===== src/rtl/montmul_pkg.sv =====
package montmul_pkg;

  typedef enum logic [1:0] {
    ST_IDLE,
    ST_PRE,
    ST_ITER,
    ST_CONV
  } mm_state_e;

  typedef enum logic [1:0] {
    CM_FULL,          // one three-input carry-save add, then shift
    CM_HALF2_SHIFT,   // two zero-addend steps, each with a shift
    CM_HALF2_RESOLVE  // two carry-resolve passes, no shift
  } cell_mode_e;

  function automatic logic fa_sum(input logic x, input logic y, input logic z);
    return x ^ y ^ z;
  endfunction

  function automatic logic fa_carry(input logic x, input logic y, input logic z);
    return (x & y) | (x & z) | (y & z);
  endfunction

  function automatic logic ha_sum(input logic x, input logic y);
    return x ^ y;
  endfunction

  function automatic logic ha_carry(input logic x, input logic y);
    return x & y;
  endfunction

endpackage


===== src/rtl/montmul_cell_array.sv =====
module montmul_cell_array
  import montmul_pkg::*;
#(
  parameter int W = 18
) (
  input  cell_mode_e     mode,
  input  logic [W-1:0]   s_i,
  input  logic [W-1:0]   c_i,
  input  logic [W-1:0]   x_i,
  output logic [W-1:0]   s_o,
  output logic [W-1:0]   c_o,
  output logic           low_bit
);

  logic [W-1:0] fs, fc, h1s, h1c;
  logic [W-1:0] u, v, u2s, u2c;
  logic [W-1:0] p1c, r2s, r2c;

  // first level: every cell provides both the full-adder and half-adder view
  for (genvar i = 0; i < W; i++) begin : g_cell
    assign fs[i]  = fa_sum(s_i[i], c_i[i], x_i[i]);
    assign fc[i]  = fa_carry(s_i[i], c_i[i], x_i[i]);
    assign h1s[i] = ha_sum(s_i[i], c_i[i]);
    assign h1c[i] = ha_carry(s_i[i], c_i[i]);
  end

  // second half adder of each cell, two wirings
  assign u   = h1s >> 1;
  assign v   = h1c;
  assign p1c = {h1c[W-2:0], 1'b0};

  for (genvar i = 0; i < W; i++) begin : g_second
    assign u2s[i] = ha_sum(u[i], v[i]);
    assign u2c[i] = ha_carry(u[i], v[i]);
    assign r2s[i] = ha_sum(h1s[i], p1c[i]);
    assign r2c[i] = ha_carry(h1s[i], p1c[i]);
  end

  always_comb begin
    unique case (mode)
      CM_FULL: begin
        s_o     = fs >> 1;
        c_o     = fc;
        low_bit = fs[0];
      end
      CM_HALF2_SHIFT: begin
        s_o     = u2s >> 1;
        c_o     = u2c;
        low_bit = h1s[0] | u2s[0];
      end
      default: begin
        s_o     = r2s;
        c_o     = {r2c[W-2:0], 1'b0};
        low_bit = 1'b0;
      end
    endcase
  end

endmodule


===== src/rtl/montmul_qdetect.sv =====
module montmul_qdetect (
  input  logic [1:0] s_lo,
  input  logic [1:0] c_lo,
  input  logic       a_cur,
  input  logic       a_nxt,
  input  logic       b0,
  input  logic       has_next,
  output logic       q_cur,
  output logic       skip
);

  logic zero_now, q_nxt;

  assign q_cur    = s_lo[0] ^ c_lo[0] ^ (a_cur & b0);
  assign zero_now = ~a_cur & ~q_cur;
  // low bit after a zero-addend step: (S^C)>>1 plus S&C
  assign q_nxt    = s_lo[1] ^ c_lo[1] ^ (s_lo[0] & c_lo[0]) ^ (a_nxt & b0);
  assign skip     = zero_now & has_next & ~a_nxt & ~q_nxt;

endmodule


===== src/rtl/montmul_ccsa.sv =====
module montmul_ccsa
  import montmul_pkg::*;
#(
  parameter int K = 16
) (
  input  logic         clk,
  input  logic         rst_n,
  input  logic         start,
  input  logic [K-1:0] a_in,
  input  logic [K-1:0] b_in,
  input  logic [K-1:0] n_in,
  output logic [K-1:0] result,
  output logic         done
);

  localparam int W  = K + 2;
  localparam int CW = $clog2(K + 1);

  mm_state_e    state;
  logic [K-1:0] a_q;
  logic [W-1:0] b_q, n_q, d_q, s_q, c_q;
  logic [CW-1:0] cnt;
  logic [K-1:0] result_q;
  logic         done_q;

  // named internal events
  logic         busy, iterating, carry_clear, skip, skip_raw, q_cur, has_next, low_bit;
  logic [W-1:0] addend, cell_x, cell_s, cell_c, reduced;
  logic [CW-1:0] step, cnt_nxt;
  cell_mode_e   cell_mode;

  assign busy        = (state != ST_IDLE);
  assign iterating   = (state == ST_ITER);
  assign carry_clear = (c_q == '0);
  assign has_next    = (cnt != CW'(K - 1));
  assign skip        = skip_raw & iterating;
  assign step        = skip ? CW'(2) : CW'(1);
  assign cnt_nxt     = cnt + step;

  montmul_qdetect u_qdet (
    .s_lo     (s_q[1:0]),
    .c_lo     (c_q[1:0]),
    .a_cur    (a_q[0]),
    .a_nxt    (a_q[1]),
    .b0       (b_q[0]),
    .has_next (has_next),
    .q_cur    (q_cur),
    .skip     (skip_raw)
  );

  always_comb begin
    unique case ({a_q[0], q_cur})
      2'b00:   addend = '0;
      2'b10:   addend = b_q;
      2'b01:   addend = n_q;
      default: addend = d_q;
    endcase
  end

  always_comb begin
    if (iterating) begin
      cell_mode = skip ? CM_HALF2_SHIFT : CM_FULL;
      cell_x    = addend;
    end else begin
      cell_mode = CM_HALF2_RESOLVE;
      cell_x    = '0;
    end
  end

  montmul_cell_array #(.W(W)) u_cells (
    .mode    (cell_mode),
    .s_i     (s_q),
    .c_i     (c_q),
    .x_i     (cell_x),
    .s_o     (cell_s),
    .c_o     (cell_c),
    .low_bit (low_bit)
  );

  assign reduced = (s_q >= n_q) ? (s_q - n_q) : s_q;

  always_ff @(posedge clk or negedge rst_n) begin
    if (!rst_n) begin
      state    <= ST_IDLE;
      a_q      <= '0;
      b_q      <= '0;
      n_q      <= '0;
      d_q      <= '0;
      s_q      <= '0;
      c_q      <= '0;
      cnt      <= '0;
      result_q <= '0;
      done_q   <= 1'b0;
    end else begin
      done_q <= 1'b0;
      unique case (state)
        ST_IDLE: begin
          if (start) begin
            a_q   <= a_in;
            b_q   <= {{(W-K){1'b0}}, b_in};
            n_q   <= {{(W-K){1'b0}}, n_in};
            s_q   <= {{(W-K){1'b0}}, b_in};
            c_q   <= {{(W-K){1'b0}}, n_in};
            state <= ST_PRE;
          end
        end
        ST_PRE: begin
          if (carry_clear) begin
            d_q   <= s_q;
            s_q   <= '0;
            c_q   <= '0;
            cnt   <= '0;
            state <= ST_ITER;
          end else begin
            s_q <= cell_s;
            c_q <= cell_c;
          end
        end
        ST_ITER: begin
          s_q <= cell_s;
          c_q <= cell_c;
          a_q <= skip ? (a_q >> 2) : (a_q >> 1);
          cnt <= cnt_nxt;
          if (cnt_nxt == CW'(K)) state <= ST_CONV;
        end
        default: begin
          if (carry_clear) begin
            result_q <= reduced[K-1:0];
            done_q   <= 1'b1;
            state    <= ST_IDLE;
          end else begin
            s_q <= cell_s;
            c_q <= cell_c;
          end
        end
      endcase
    end
  end

  assign result = result_q;
  assign done   = done_q;

endmodule


===== config.mk =====
export PLATFORM = sky130hd
export DESIGN_NAME = montmul_ccsa
export DESIGN_NICKNAME = d
export VERILOG_FILES = /design/src/rtl/montmul_pkg.sv /design/src/rtl/montmul_cell_array.sv /design/src/rtl/montmul_qdetect.sv /design/src/rtl/montmul_ccsa.sv
export SDC_FILE = /design/constraint.sdc
export NUM_CORES = 1
export LEC_CHECK = 0
export BUFFER_PORTS_ARGS = -buffer_cell sky130_fd_sc_hd__buf_2
export CORE_MARGIN = 2
export CORE_UTILIZATION = 55
export CTS_CLUSTER_DIAMETER = 150
export DETAILED_ROUTE_END_ITERATION = 10
export PLACE_DENSITY = 0.75
export SLEW_MARGIN = 5
export SYNTH_ARGS = -nofsm -noshare
export SYNTH_HDL_FRONTEND = slang
export SYNTH_SLANG_ARGS = --single-unit

===== constraint.sdc =====
create_clock -name clk -period 3.5 [get_ports clk]
set_input_delay 0.175 -clock clk [delete_from_list [all_inputs] [get_ports clk]]
set_output_delay 0.175 -clock clk [all_outputs]
set_load 0.1 [all_outputs]

After elaboration in Yosys (flattened, before gate mapping)

Cells that the tools add are included.

Register bits after elaboration: 126
Bits in latches: 0
Bits in writable memories: 0
Memory bits (read-only): 0
Output and inout port bits: 17
Memories: 0

$add $sub $neg: 2
Multipliers: 0
Divide/modulo/power cells: 0
Magnitude comparators: 1
Equality and inequality tests: 11
Shift-type cells: 0
Muxes and demuxes: 28
Bitwise gates (word level): 173
Reductions and logical operators: 15

Operator list:

| cell                                                  | count |
|---|---|
| one-hot mux 18 bit (3 select lines)                   | 3 |
| 2-to-1 mux 18 bit                                     | 7 |
| AND 1 bit                                             | 78 |
| one-hot mux 18 bit (2 select lines)                   | 2 |
| bitwise XOR 1 bit                                     | 54 |
| bitwise OR 1 bit                                      | 36 |
| 2-to-1 mux 16 bit                                     | 2 |
| one-hot mux 16 bit (2 select lines)                   | 1 |
| >= comparator 18 x 16 -> 1 bit                        | 1 |
| logical NOT 18 bit                                    | 1 |
| subtractor 16 bit                                     | 1 |
| 2-to-1 mux 15 bit                                     | 1 |
| 2-to-1 mux 2 bit                                      | 6 |
| AND reduction 2 bit                                   | 6 |
| one-hot mux 5 bit (2 select lines)                    | 1 |
| equality test 2 x 1 -> 1 bit, second input constant   | 3 |
| logical NOT 2 bit                                     | 3 |
| one-hot mux 2 bit (3 select lines)                    | 1 |
| adder 5 x 2 -> 5 bit                                  | 1 |
| equality test 5 bit, second input constant            | 1 |
| 2-to-1 mux 5 bit                                      | 1 |
| inequality test 5 x 4 -> 1 bit, second input constant | 1 |
| inverter 1 bit                                        | 5 |
| equality test 2 bit, second input constant            | 2 |
| 8 further kinds                                       | 12 |

Longest topological paths before layout

Gate-level depths: netlist of run 1.

Depth in word-level cells: 14
Gate-level depth with buffers: 14

Modules after synthesis

A second synthesis of run 1 with hierarchy kept.

Cells, all modules: 873
Area total of the unflattened synthesis: 8514.4 um2

By module, submodules not included:

| module             | times used | cells an instance | area each (um2) | seq. area each (um2) |
|---|---|---|---|---|
| montmul_ccsa       | 1          | 686               | 6854.1          | 3153.0 |
| montmul_cell_array | 1          | 181               | 1599.0          | 0.0 |
| montmul_qdetect    | 1          | 6                 | 61.3            | 0.0 |

Least setup slack after synthesis of run 1

Ideal clock, no wire load.

Path kind: register to register
From: register s_q[1]
To: register state[0]
Library setup time: 125 ps
Arrival time: 3526 ps
Required time: 3375 ps
Path slack: -150 ps
Stages on the path, launching flop included: 15
Period minus slack after synthesis: 3650 ps
Path through: dfrtp_1 > ha_1 > ha_1 > or4_4 > a21oi_2 > buf_2 > nand2_1 > inv_1 > ha_1 > a21oi_1 > nor2b_1 > or3_1 > a21oi_1 > o2111ai_1 > mux2_2

Cells in the longest elaborated chain, start to end: 11

RTL lines:

| element                                  | line                  | source |
|---|---|---|
| start: declaration                       | montmul_ccsa.sv:21    | `logic [W-1:0] b_q, n_q, d_q, s_q, c_q;` |
| start signal: assignment                 | montmul_ccsa.sv:102   | `s_q <= {{(W-K){1'b0}}, b_in};` |
| start signal: assignment                 | montmul_ccsa.sv:115   | `s_q <= cell_s;` |
| start signal: assignment                 | montmul_ccsa.sv:120   | `s_q <= cell_s;` |
| bitwise XOR 1 bit                        | montmul_qdetect.sv:17 | `assign q_nxt = s_lo[1] ^ c_lo[1] ^ (s_lo[0] & c_lo[0]) ^ (a_nxt & b0);` |
| bitwise XOR 1 bit                        | n/a                   |  |
| bitwise XOR 1 bit                        | montmul_qdetect.sv:17 |  |
| inverter 1 bit                           | montmul_qdetect.sv:18 | `assign skip = zero_now & has_next & ~a_nxt & ~q_nxt;` |
| AND 1 bit                                | montmul_qdetect.sv:18 |  |
| AND 1 bit                                | montmul_ccsa.sv:36    | `assign skip = skip_raw & iterating;` |
| 2-to-1 mux 2 bit                         | montmul_ccsa.sv:37    | `assign step = skip ? CW'(2) : CW'(1);` |
| adder 5 x 2 -> 5 bit                     | montmul_ccsa.sv:38    | `assign cnt_nxt = cnt + step;` |
| equality test 5 bit                      | montmul_ccsa.sv:124   | `if (cnt_nxt == CW'(K)) state <= ST_CONV;` |
| inequality test 2 x 1 -> 1 bit (no line) | n/a                   |  |
| AND reduction 4 bit (no line)            | n/a                   |  |
| end signal: assignment                   | montmul_ccsa.sv:113   | `state <= ST_ITER;` |
| end signal: assignment                   | montmul_ccsa.sv:124   |  |
| end signal: assignment                   | montmul_ccsa.sv:130   | `state <= ST_IDLE;` |
| end: declaration                         | montmul_ccsa.sv:19    | `mm_state_e state;` |

No other way between the ends.
A chain may end at the register's enable or synchronous reset.

Worst setup path after layout of run 1

From: register c_q[1]
To: register state[1]

Cells in the longest elaborated chain, start to end: 11
Elaborated cells on any way between the ends: 14
Classes of those cells: 1 x add/sub; 3 x eq/ne; 1 x mux; 6 x bitwise; 3 x reduce/logical

RTL lines:

| element                                  | line                  | source |
|---|---|---|
| start: declaration                       | montmul_ccsa.sv:21    |  |
| start signal: assignment                 | montmul_ccsa.sv:103   | `c_q <= {{(W-K){1'b0}}, n_in};` |
| start signal: assignment                 | montmul_ccsa.sv:116   | `c_q <= cell_c;` |
| start signal: assignment                 | montmul_ccsa.sv:121   | `c_q <= cell_c;` |
| bitwise XOR 1 bit                        | montmul_qdetect.sv:17 |  |
| bitwise XOR 1 bit                        | n/a                   |  |
| bitwise XOR 1 bit                        | montmul_qdetect.sv:17 |  |
| inverter 1 bit                           | montmul_qdetect.sv:18 |  |
| AND 1 bit                                | montmul_qdetect.sv:18 |  |
| AND 1 bit                                | montmul_ccsa.sv:36    |  |
| 2-to-1 mux 2 bit                         | montmul_ccsa.sv:37    |  |
| adder 5 x 2 -> 5 bit                     | montmul_ccsa.sv:38    |  |
| equality test 5 bit                      | montmul_ccsa.sv:124   |  |
| inequality test 2 x 1 -> 1 bit (no line) | n/a                   |  |
| AND reduction 4 bit (no line) (*)        | n/a                   |  |

Every way passes the cells marked *; elsewhere a longest branch is shown, timed or not.

==> results.json, run 1 <==
{
  "status": "completed",
  "first_global_vias": 7103,
  "crit_buf_inv": 1,
  "async_flop_share_pct": 100.0,
  "dieArea_um2": 16490,
  "path_delay_family": "simple AND/OR/NAND/NOR gates",
  "synth_edf_count": 0,
  "die_h_um": 128.4,
  "critPathMostFrequentCell": "ha_1",
  "crit_chain": "ha_1 -> ha_1 -> or4_4 -> a21oi_4 -> nand2_1 -> inv_2 -> ha_1 -> a21oi_1 -> nor2b_1 -> or3_1 -> a21oi_1 -> o2111ai_1 -> mux2_2",
  "grt_start_max_net_pins": 127,
  "leakagePower_nw": 4.477,
  "place_ws_ns": 0.1976,
  "postCtsSetupRepairBufs": 0,
  "synthCells": 985,
  "max_freq_ghz": 0.2998,
  "antenna_found_initial": 0,
  "avgViaCountPerCell": 6.035,
  "vdd_drop_max_uv": 547.7,
  "switching_share_pct": 49.61,
  "synth_area_um2": 8511,
  "grt_pass1_wl_mm": 36.94,
  "internal_power_mw": 5.579,
  "grt_util_all_layers_pct": 29.00,
  "tightest_slew_ns": 1.065,
  "die_x_um": 128.4,
  "insertedDiodeCount": 0,
  "ctsResizeCount": 0,
  "drt_wl_total_mm": 22.79,
  "clock_path_buffers": 2,
  "crit_type": "reg2reg",
  "ys_seq_area_share_pct": 37.05,
  "rr_worst_depth": 13,
  "drtAntennaViolNets": 0,
  "synth.most_common_cell": "nand2_1",
  "routedWlPerCell_um": 18.21,
  "fin_setup_tns_ns": 0,
  "pwr-share-comb_pct": 60.3,
  "end_kind": "flip-flop",
  "skew_ns": 0.008488,
  "layout_min_cycle_time_ns": 3.336,
  "relSlewSlack_pct": 28.95,
  "crit_end": "state[1]",
  "worstSetupStartpointType": "flip-flop",
  "required_ns": 3.80,
  "syn_nets": 1113,
  "rows": 45,
  "min_path_type": "in2reg",
  "syn_avg_cell_area_um2": 8.640,
  "synth_warnings": 0,
  "critPathMaxFanout": 4,
  "p_sw_mw": 5.493,
  "cts_tree": "yes",
  "ys.flop_type": "dfrtp_1",
  "r2r_start": "c_q[1]",
  "gp_congestion": 0.9167,
  "core_area_um2": 15150,
  "rrSetupSlack_ns": 0.16,
  "cts_root_buf": "clkbuf_16",
  "maxSlewViolCount": 0,
  "startpoint": "c_q[1]",
  "p_per_area_nw_per_um2": 1131,
  "rsz0062_at_grt": "false",
  "clk_pin_slew_worst_paths_ns": 0.06,
  "cts_buffers": 17,
  "drv_cap": 0,
  "vias": 7556,
  "ys_top_cells_by_area": "dfrtp_1 37%, nand2_1 9.5%, ha_1 8.5%, o21ai_0 5.4%, fa_1 4.5%",
  "htreeDepth": 4,
  "yosysTopAreaCell": "dfrtp_1",
  "ys_types": 71,
  "drive_gt1_share_pct": 15.32,
  "ios": 68,
  "crit_arrival_ns": 3.64,
  "clkLatencyLatePin_ns": 0.42,
  "area_delta_synth_final_pct": 14.98,
  "overflow": 0,
  "initial_core_util_pct": 56.19,
  "crit_slowest_cell": "or4_4",
  "portBuffers": 67,
  "synth.cells.most_frequent": "216 x nand2_1, 126 x dfrtp_1, 91 x o21ai_0",
  "r2r_end": "state[1]",
  "drc": 0,
  "clock_sinks": 126,
  "dpl.hpwl_mm": 15.88,
  "period_share_pct": 95.31,
  "drt-initial-drc-count": 709,
  "dr.pass1.iters": 5,
  "crit_cells": 13,
  "nets": 1179,
  "synth_top_area_share_pct": 37.05,
  "clockPowerShare_pct": 16.2,
  "hold_viol": 0,
  "ys_ff_latch": 126,
  "p_seq_share_pct": 23.4,
  "setup_viol": 0,
  "fin_ws_ns": 0.1642,
  "critPathMaxStageDelay_ns": 0.56,
  "postCtsHoldBufs": 17
}
## power groups by stage
stage	Combinational, mW	Sequential [mW]	Clock (mW)
2_1_floorplan	4.55	2.96	0
3_3_place_gp	6.38	2.59	0
3_5_place_dp	6.51	2.60	0
4_1_cts	6.58	2.58	1.81
5_1_grt	7.35	2.67	1.88
6_report	6.68	2.59	1.80
## worst register-to-register path, stage by stage, from the launching register on
cell and delay (ns):
dfrtp_1 0.40, ha_1 0.29, ha_1 0.31, or4_4 0.56, a21oi_4 0.13, nand2_1 0.09
inv_2 0.08, ha_1 0.22, a21oi_1 0.12, nor2b_1 0.09, or3_1 0.31, a21oi_1 0.15
o2111ai_1 0.16, mux2_2 0.31
## kinds of logic after synthesis
| group | count (synthesis) | share of synthesized area (%) |
|---|---|---|
| buf+inv | 125 | 6.336 |
| fa+ha+maj | 77 | 13.00 |
| mux | 24 | 3.087 |
| simple gates | 340 | 17.36 |
| flops | 126 | 37.05 |
| xor+xnor | 12 | 1.235 |
| compound gates | 281 | 21.94 |
## cells in the final DEF, fill, tap and decap left out, types with 6 or more instances in the layout
master,Yosys,layout
fa_1,19,18
nand2_1,216,216
dlygate4sd3_1,0,17
mux2i_1,6,6
a31oi_1,6,6
a211oi_1,27,27
a22o_1,14,14
o21ai_1,7,7
nand4_1,13,13
dfrtp_1,126,126
inv_1,61,60
o211ai_1,29,29
clkbuf_16,0,17
or3_1,6,6
o21ai_0,91,91
clkinvlp_4,0,6
xnor2_1,8,8
buf_2,11,66
nand3_1,24,24
a32oi_1,7,7
a21oi_1,39,38
mux2_2,18,18
a21o_1,9,8
nor2_1,45,45
a22oi_1,7,7
ha_1,58,57
buf_4,5,24
## area by class of cell
type | instances | area (µm²)
timing repair buffer | 109 | 720.7
tap | 188 | 235.2
fill | 1276 | 5360
multi-input combinational | 734 | 4837
sequential | 126 | 3153
clock inverter | 12 | 136.4
clock buffer | 20 | 466.7
inverter | 63 | 236.5
## per-stage QoR
stage | total power, mW | cells | utilization [%] | hold slack, ns | instance area, µm²
after floorplan | 7.507 | 985 | - | -0.1206 | 8527
after global placement | 8.968 | 1203 | 59.50 | 0.3300 | 9012
after detailed placement | 9.102 | 1203 | 59.50 | 0.3358 | 9012
after CTS | 10.98 | 1252 | 64.61 | 0.003892 | 9786
after global routing | 11.89 | 1252 | 64.61 | 0.01425 | 9786
final | 11.07 | 1252 | 64.61 | 0.008601 | 9786
## registers in the layout, summed over array words and instances, names as in the netlist
register,flops
a_q,16
b_q,16
c_q,18
cnt,5
d_q,18
done,1
n_q,16
result,16
s_q,18
state,2
## how the worst min path moves through the flow
stage | end | startpoint | depth (start not counted) | slack [ns]
finish | b_q[1] | b_in[1] | 3 | 0.009
global route | b_q[4] | b_in[4] | 3 | 0.01
CTS | b_q[7] | b_in[7] | 3 | 0.004
detailed placement | result[13] | rst_n | 2 | 0.34
global placement | result[13] | rst_n | 2 | 0.33
floorplan | a_q[0] | rst_n | 0 | -0.12
## metal layers
metal | global-route usage, % | vias up | part of all wire, %
li1 | - | 3607 | -
met1 | 41.61 | 3613 | 45
met2 | 42.49 | 277 | 45
met3 | 6.195 | 59 | 6.3
met4 | 12.86 | 0 | 4.1
met5 | 0 | - | 0
Note: power is estimated with default switching activity, not from simulation.
==> run 2: changes to the inputs <==
CELL_PAD_IN_SITES_DETAIL_PLACEMENT = 1   (was unset)
CELL_PAD_IN_SITES_GLOBAL_PLACEMENT = 2   (was unset)
CORE_UTILIZATION = 34   (was 55)
==> run 2 against run 1 <==
The run now ends with setup timing left. Sequential share of layout area down 0.87 points. Final cell count up 12%. Setup slack worse by 0.16 ns. Sequential power about the same. Combinational power up 4.8%. Maximum frequency down 4.7%. Non-clock buffer count up 9. Die area up 60%. Via count down 0.13%. Clock-buffer cell count up 5. Highest routed layer unchanged.
==> results.json, run 2 (synthesis gave the netlist of run 1 again) <==
{
  "drive_gt1_share_pct": 15.76,
  "drc": 0,
  "dr.pass1.iters": 4,
  "cts_tree": "yes",
  "ios": 68,
  "die_h_um": 162.2,
  "grt_pass1_wl_mm": 45.20,
  "die_x_um": 162.2,
  "required_ns": 3.81,
  "hold-path-cell-count": 3,
  "clock_path_buffers": 2,
  "portBuffers": 67,
  "fillCellCount": 2881,
  "end_kind": "flip-flop",
  "min_path_type": "in2reg",
  "period_share_pct": 100.0,
  "grt_start_max_net_pins": 89,
  "skew_ns": 0.01367,
  "avgViaCountPerCell": 5.405,
  "area_delta_synth_final_pct": 18.19,
  "top_regs": "c_q x18, d_q x18, s_q x18",
  "critPathMaxFanout": 5,
  "utilization_pct": 41.12,
  "dpl.hpwl_mm": 20.40,
  "core_area_um2": 24460,
  "postCtsSetupRepairBufs": 0,
  "min_to": "n_q[10]",
  "status": "finished with violations",
  "layout_min_cycle_time_ns": 3.500,
  "total_power_mw": 11.51,
  "drt_wl_total_mm": 28.21,
  "rrSetupSlack_ns": -0.0004,
  "crit_type": "reg2reg",
  "p_per_area_nw_per_um2": 1144,
  "tightest_slew_ns": 0.9118,
  "clock_sinks": 126,
  "first_global_vias": 7962,
  "mostFrequentLayoutCells": "216 x nand2_1, 126 x dfrtp_1, 91 x o21ai_0",
  "drt-initial-drc-count": 293,
  "maxSlewViolCount": 0,
  "grt_util_all_layers_pct": 22.46,
  "cts_buffers": 17,
  "hold_viol": 0,
  "drtAntennaViolNets": 0,
  "routedWlPerCell_um": 20.21,
  "relSlewSlack_pct": 39.22,
  "max_freq_ghz": 0.2857,
  "clkLatencyLatePin_ns": 0.43,
  "dieArea_um2": 26310,
  "vias": 7546,
  "insertedDiodeCount": 0,
  "fin_ws_ns": -0.0003610,
  "vdd_drop_max_uv": 424.4,
  "crit_arrival_ns": 3.81,
  "drv_cap": 0,
  "gp_congestion": 0.8292,
  "rows": 57,
  "initial_core_util_pct": 34.79,
  "leakagePower_nw": 4.534,
  "failed_checks": "setup timing",
  "final_common_cell": "nand2_1",
  "setup_viol": 1,
  "htreeDepth": 4,
  "r2r_start": "c_q[1]",
  "antenna_found_initial": 0,
  "worstSetupStartpointType": "flip-flop",
  "cts_root_buf": "clkbuf_16",
  "clk_pin_slew_worst_paths_ns": 0.06,
  "r2r_end": "state[0]",
  "rr_worst_depth": 10,
  "min_from": "n_in[10]",
  "nets": 1188,
  "overflow": 0
}
## run 2: cell types whose count changed in the layout (fill, tap and decap cells not counted), moves of 2 or more
| cell | before | now |
|---|---|---|
| clkbuf_1 | 0 | 6 |
| bufinv_16 | 2 | 4 |
| clkinvlp_4 | 6 | 1 |
| clkinv_4 | 2 | 0 |
| buf_4 | 24 | 31 |
| a21oi_2 | 1 | 3 |
| a21oi_1 | 38 | 36 |
## run 2: critical path, cell delays in order (launching register included)
cell	delay [ns]
dfrtp_1	0.40
ha_1	0.29
ha_1	0.33
or4_4	0.56
a21oi_4	0.13
nand2_1	0.09
ha_1	0.24
fa_2	0.40
o41ai_1	0.41
o2111ai_2	0.22
mux2_2	0.31
## run 2: per-layer routing
| metal | share of wire, % | global-route usage, % | vias up |
|---|---|---|---|
| li1 | - | - | 3623 |
| met5 | 0 | 0 | - |
| met1 | 48 | 31.17 | 3804 |
| met2 | 48 | 36.83 | 95 |
| met4 | 1.7 | 6.154 | 0 |
| met3 | 2.7 | 3.115 | 24 |
## run 2: stage by stage
step | setup WS, ns | TNS, ns | instances | hold WS, ns | cell area, µm²
floorplan | 0.001454 | 0 | 985 | -0.1206 | 8527
global placement | 0.2122 | 0 | 1347 | 0.3178 | 9254
detailed placement | 0.1694 | 0 | 1347 | 0.3306 | 9254
CTS | 0.1413 | 0 | 1396 | 0.003733 | 10040
global route | -0.1404 | -0.2794 | 1396 | 0.008650 | 10060
finish | -0.0003610 | -0.0003610 | 1396 | 0.007566 | 10060
## run 2: layout make-up
cell class,count,area (µm²),area share [%]
clock inverters,6,132.6,1.319
flip-flops and latches,126,3153,31.35
repair buffers,118,794.5,7.899
well taps,324,405.4,4.030
inverters,63,236.5,2.351
multi-input cells,734,4861,48.33
clock buffers,25,475.5,4.727
## run 2: worst max-delay path by stage
stage,to,from,slack [ns],cells after the start
2_1_floorplan,state[0],s_q[1],0.001,14
3_3_place_gp,state[1],s_q[1],0.21,13
3_5_place_dp,state[1],c_q[1],0.17,13
4_1_cts,state[0],c_q[1],0.14,13
5_1_grt,state[0],c_q[1],-0.14,10
6_report,state[0],c_q[1],-0.0004,10
## run 2: repair_timing
action,CTS,global route
gates resized for setup,0,4
hold buffers,18,0
endpoints found under the setup margin,0,2
endpoints found under the hold margin,109,0
## run 2: report_power, final
group / total [mW] / switching [mW] / internal [mW]
combinational: 7.00 / 4.51 / 2.48
clock: 1.90 / 0.670 / 1.23
sequential: 2.62 / 0.538 / 2.08
==> run 3: changes to the inputs <==
==> constraint.sdc (replaced) <==
create_clock -name clk -period 3.5 [get_ports clk]
set_input_delay 0.7 -clock clk [delete_from_list [all_inputs] [get_ports clk]]
set_output_delay 0.7 -clock clk [all_outputs]
set_load 0.1 [all_outputs]
==> run 3 against run 2 <==
The run now ends clean. Highest routed layer unchanged. Clock-buffer cell count decreased by 5. Sequential cell count stayed put. Core utilization is 0.79 points lower. Total power is 1.7% lower. Largest cell class unchanged. Final cell count fell by 1.1%. Maximum frequency grew 4.2%. Clock power decreased by 8%. Clock skew is 0.0028 ns lower. First-iteration DRC count rose by 22%. Setup slack improved by 0.14 ns. Register-to-register slack improved by 0.14 ns.
==> results.json, run 3 (synthesis gave the netlist of run 1 again) <==
{
  "placed_cells": 1349,
  "die_h_um": 162.2,
  "insertedDiodeCount": 0,
  "final_common_cell": "nand2_1",
  "layout_min_cycle_time_ns": 3.361,
  "required_ns": 3.81,
  "fin_setup_tns_ns": 0,
  "first_global_vias": 7723,
  "cts_buffers": 17,
  "p_per_area_nw_per_um2": 1147,
  "clock_sinks": 126,
  "dpl.hpwl_mm": 20.28,
  "crit_arrival_ns": 3.67,
  "hold_viol": 0,
  "dieArea_um2": 26310,
  "worstSetupStartpointType": "flip-flop",
  "vdd_drop_max_uv": 449.7,
  "gp_congestion": 0.8438,
  "grt_util_all_layers_pct": 21.91,
  "drt-initial-drc-count": 357,
  "period_share_pct": 96.01,
  "cts_root_buf": "clkbuf_16",
  "crit_type": "reg2reg",
  "top_regs": "c_q x18, d_q x18, s_q x18",
  "mostFrequentLayoutCells": "216 x nand2_1, 126 x dfrtp_1, 91 x o21ai_0",
  "avgViaCountPerCell": 5.361,
  "r2r_end": "state[0]",
  "ios": 68,
  "relSlewSlack_pct": 37.95,
  "rrSetupSlack_ns": 0.14,
  "area_delta_synth_final_pct": 15.92,
  "drt_wl_total_mm": 27.65,
  "max_freq_ghz": 0.2976,
  "dr.pass1.iters": 5,
  "min_path_type": "in2async",
  "clkLatencyLatePin_ns": 0.43,
  "routedWlPerCell_um": 20.02,
  "status": "completed",
  "clk_pin_slew_worst_paths_ns": 0.06,
  "antenna_found_initial": 0,
  "drtAntennaViolNets": 0,
  "overflow": 0,
  "grt_pass1_wl_mm": 44.22,
  "tightest_slew_ns": 0.9307,
  "leakagePower_nw": 4.432,
  "rows": 57,
  "nets": 1172,
  "portBuffers": 67,
  "drv_cap": 0,
  "initial_core_util_pct": 34.79,
  "drive_gt1_share_pct": 16.93,
  "htreeDepth": 4,
  "maxSlewViolCount": 0,
  "setup_viol": 0,
  "critPathMaxFanout": 4,
  "die_x_um": 162.2,
  "rsz0062_at_grt": "false",
  "vias": 7404,
  "rr_worst_depth": 13,
  "fin_cells": 1381,
  "r2r_start": "c_q[0]",
  "cts_tree": "yes",
  "core_area_um2": 24460,
  "clock_path_buffers": 2,
  "end_kind": "flip-flop",
  "drc": 0,
  "skew_ns": 0.01090,
  "grt_start_max_net_pins": 76
}
==> run 3: layout make-up <==
class | instances | area [µm²]
well taps | 324 | 405.4
multi-input cells | 734 | 4887
repair buffers | 102 | 604.3
fillers | 2888 | 14600
inverters | 63 | 236.5
clock inverters | 12 | 112.6
clock buffers | 20 | 466.7
flip-flops and latches | 126 | 3153
==> run 3: timing repair <==
action | 4_1_cts | 5_1_grt
setup buffers | 0 | 0
endpoints found under the setup margin | 0 | 2
hold buffers | 0 | 0
resized for setup | 0 | 6
==> run 3: worst max-delay path by stage <==
stage,from,end,cells past startpoint
5_1_grt,c_q[0],state[0],13
2_1_floorplan,s_q[1],state[0],14
6_report,c_q[0],state[0],13
3_5_place_dp,c_q[1],state[0],13
3_3_place_gp,s_q[1],state[0],13
4_1_cts,c_q[1],state[0],13
==> run 3: power by group <==
part,internal (mW),switching (mW)
Clock,1.03,0.716
Combinational,2.46,4.49
Sequential,2.08,0.538
Total,5.57,5.74
==> run 3: critical path, stage by stage (launching register included) <==
cell and delay, ns:
dfrtp_1 0.41, ha_1 0.26, ha_4 0.26, or4_4 0.55, a21oi_4 0.13, nand2_1 0.09, inv_2 0.08, ha_1 0.24
a21oi_2 0.15, nor2b_1 0.09, or3_1 0.33, a21oi_2 0.16, o2111ai_2 0.17, mux2_4 0.33
==> run 3: through the flow <==
stage | utilization [%] | setup WS (ns) | hold slack (ns) | total power, mW | instance area (µm²)
after floorplan | - | 0.001454 | 0.4044 | 7.507 | 8527
after global routing | 40.33 | 0.01577 | 0.3563 | 12.27 | 9866
after detailed placement | 37.79 | 0.09600 | 0.4620 | 9.495 | 9244
final | 40.33 | 0.1395 | 0.3058 | 11.31 | 9866
after CTS | 40.16 | 0.09124 | 0.3423 | 11.34 | 9823
after global placement | 37.79 | 0.2069 | 0.4565 | 9.385 | 9244
==> run 3: per-layer routing <==
layer	share of wire, %	GRT usage (%)	wire length (µm)
met1	48	30.28	13340
met2	48	36.25	13300
met3	2.2	3.320	600
met4	1.5	5.189	404
met5	0	0	0
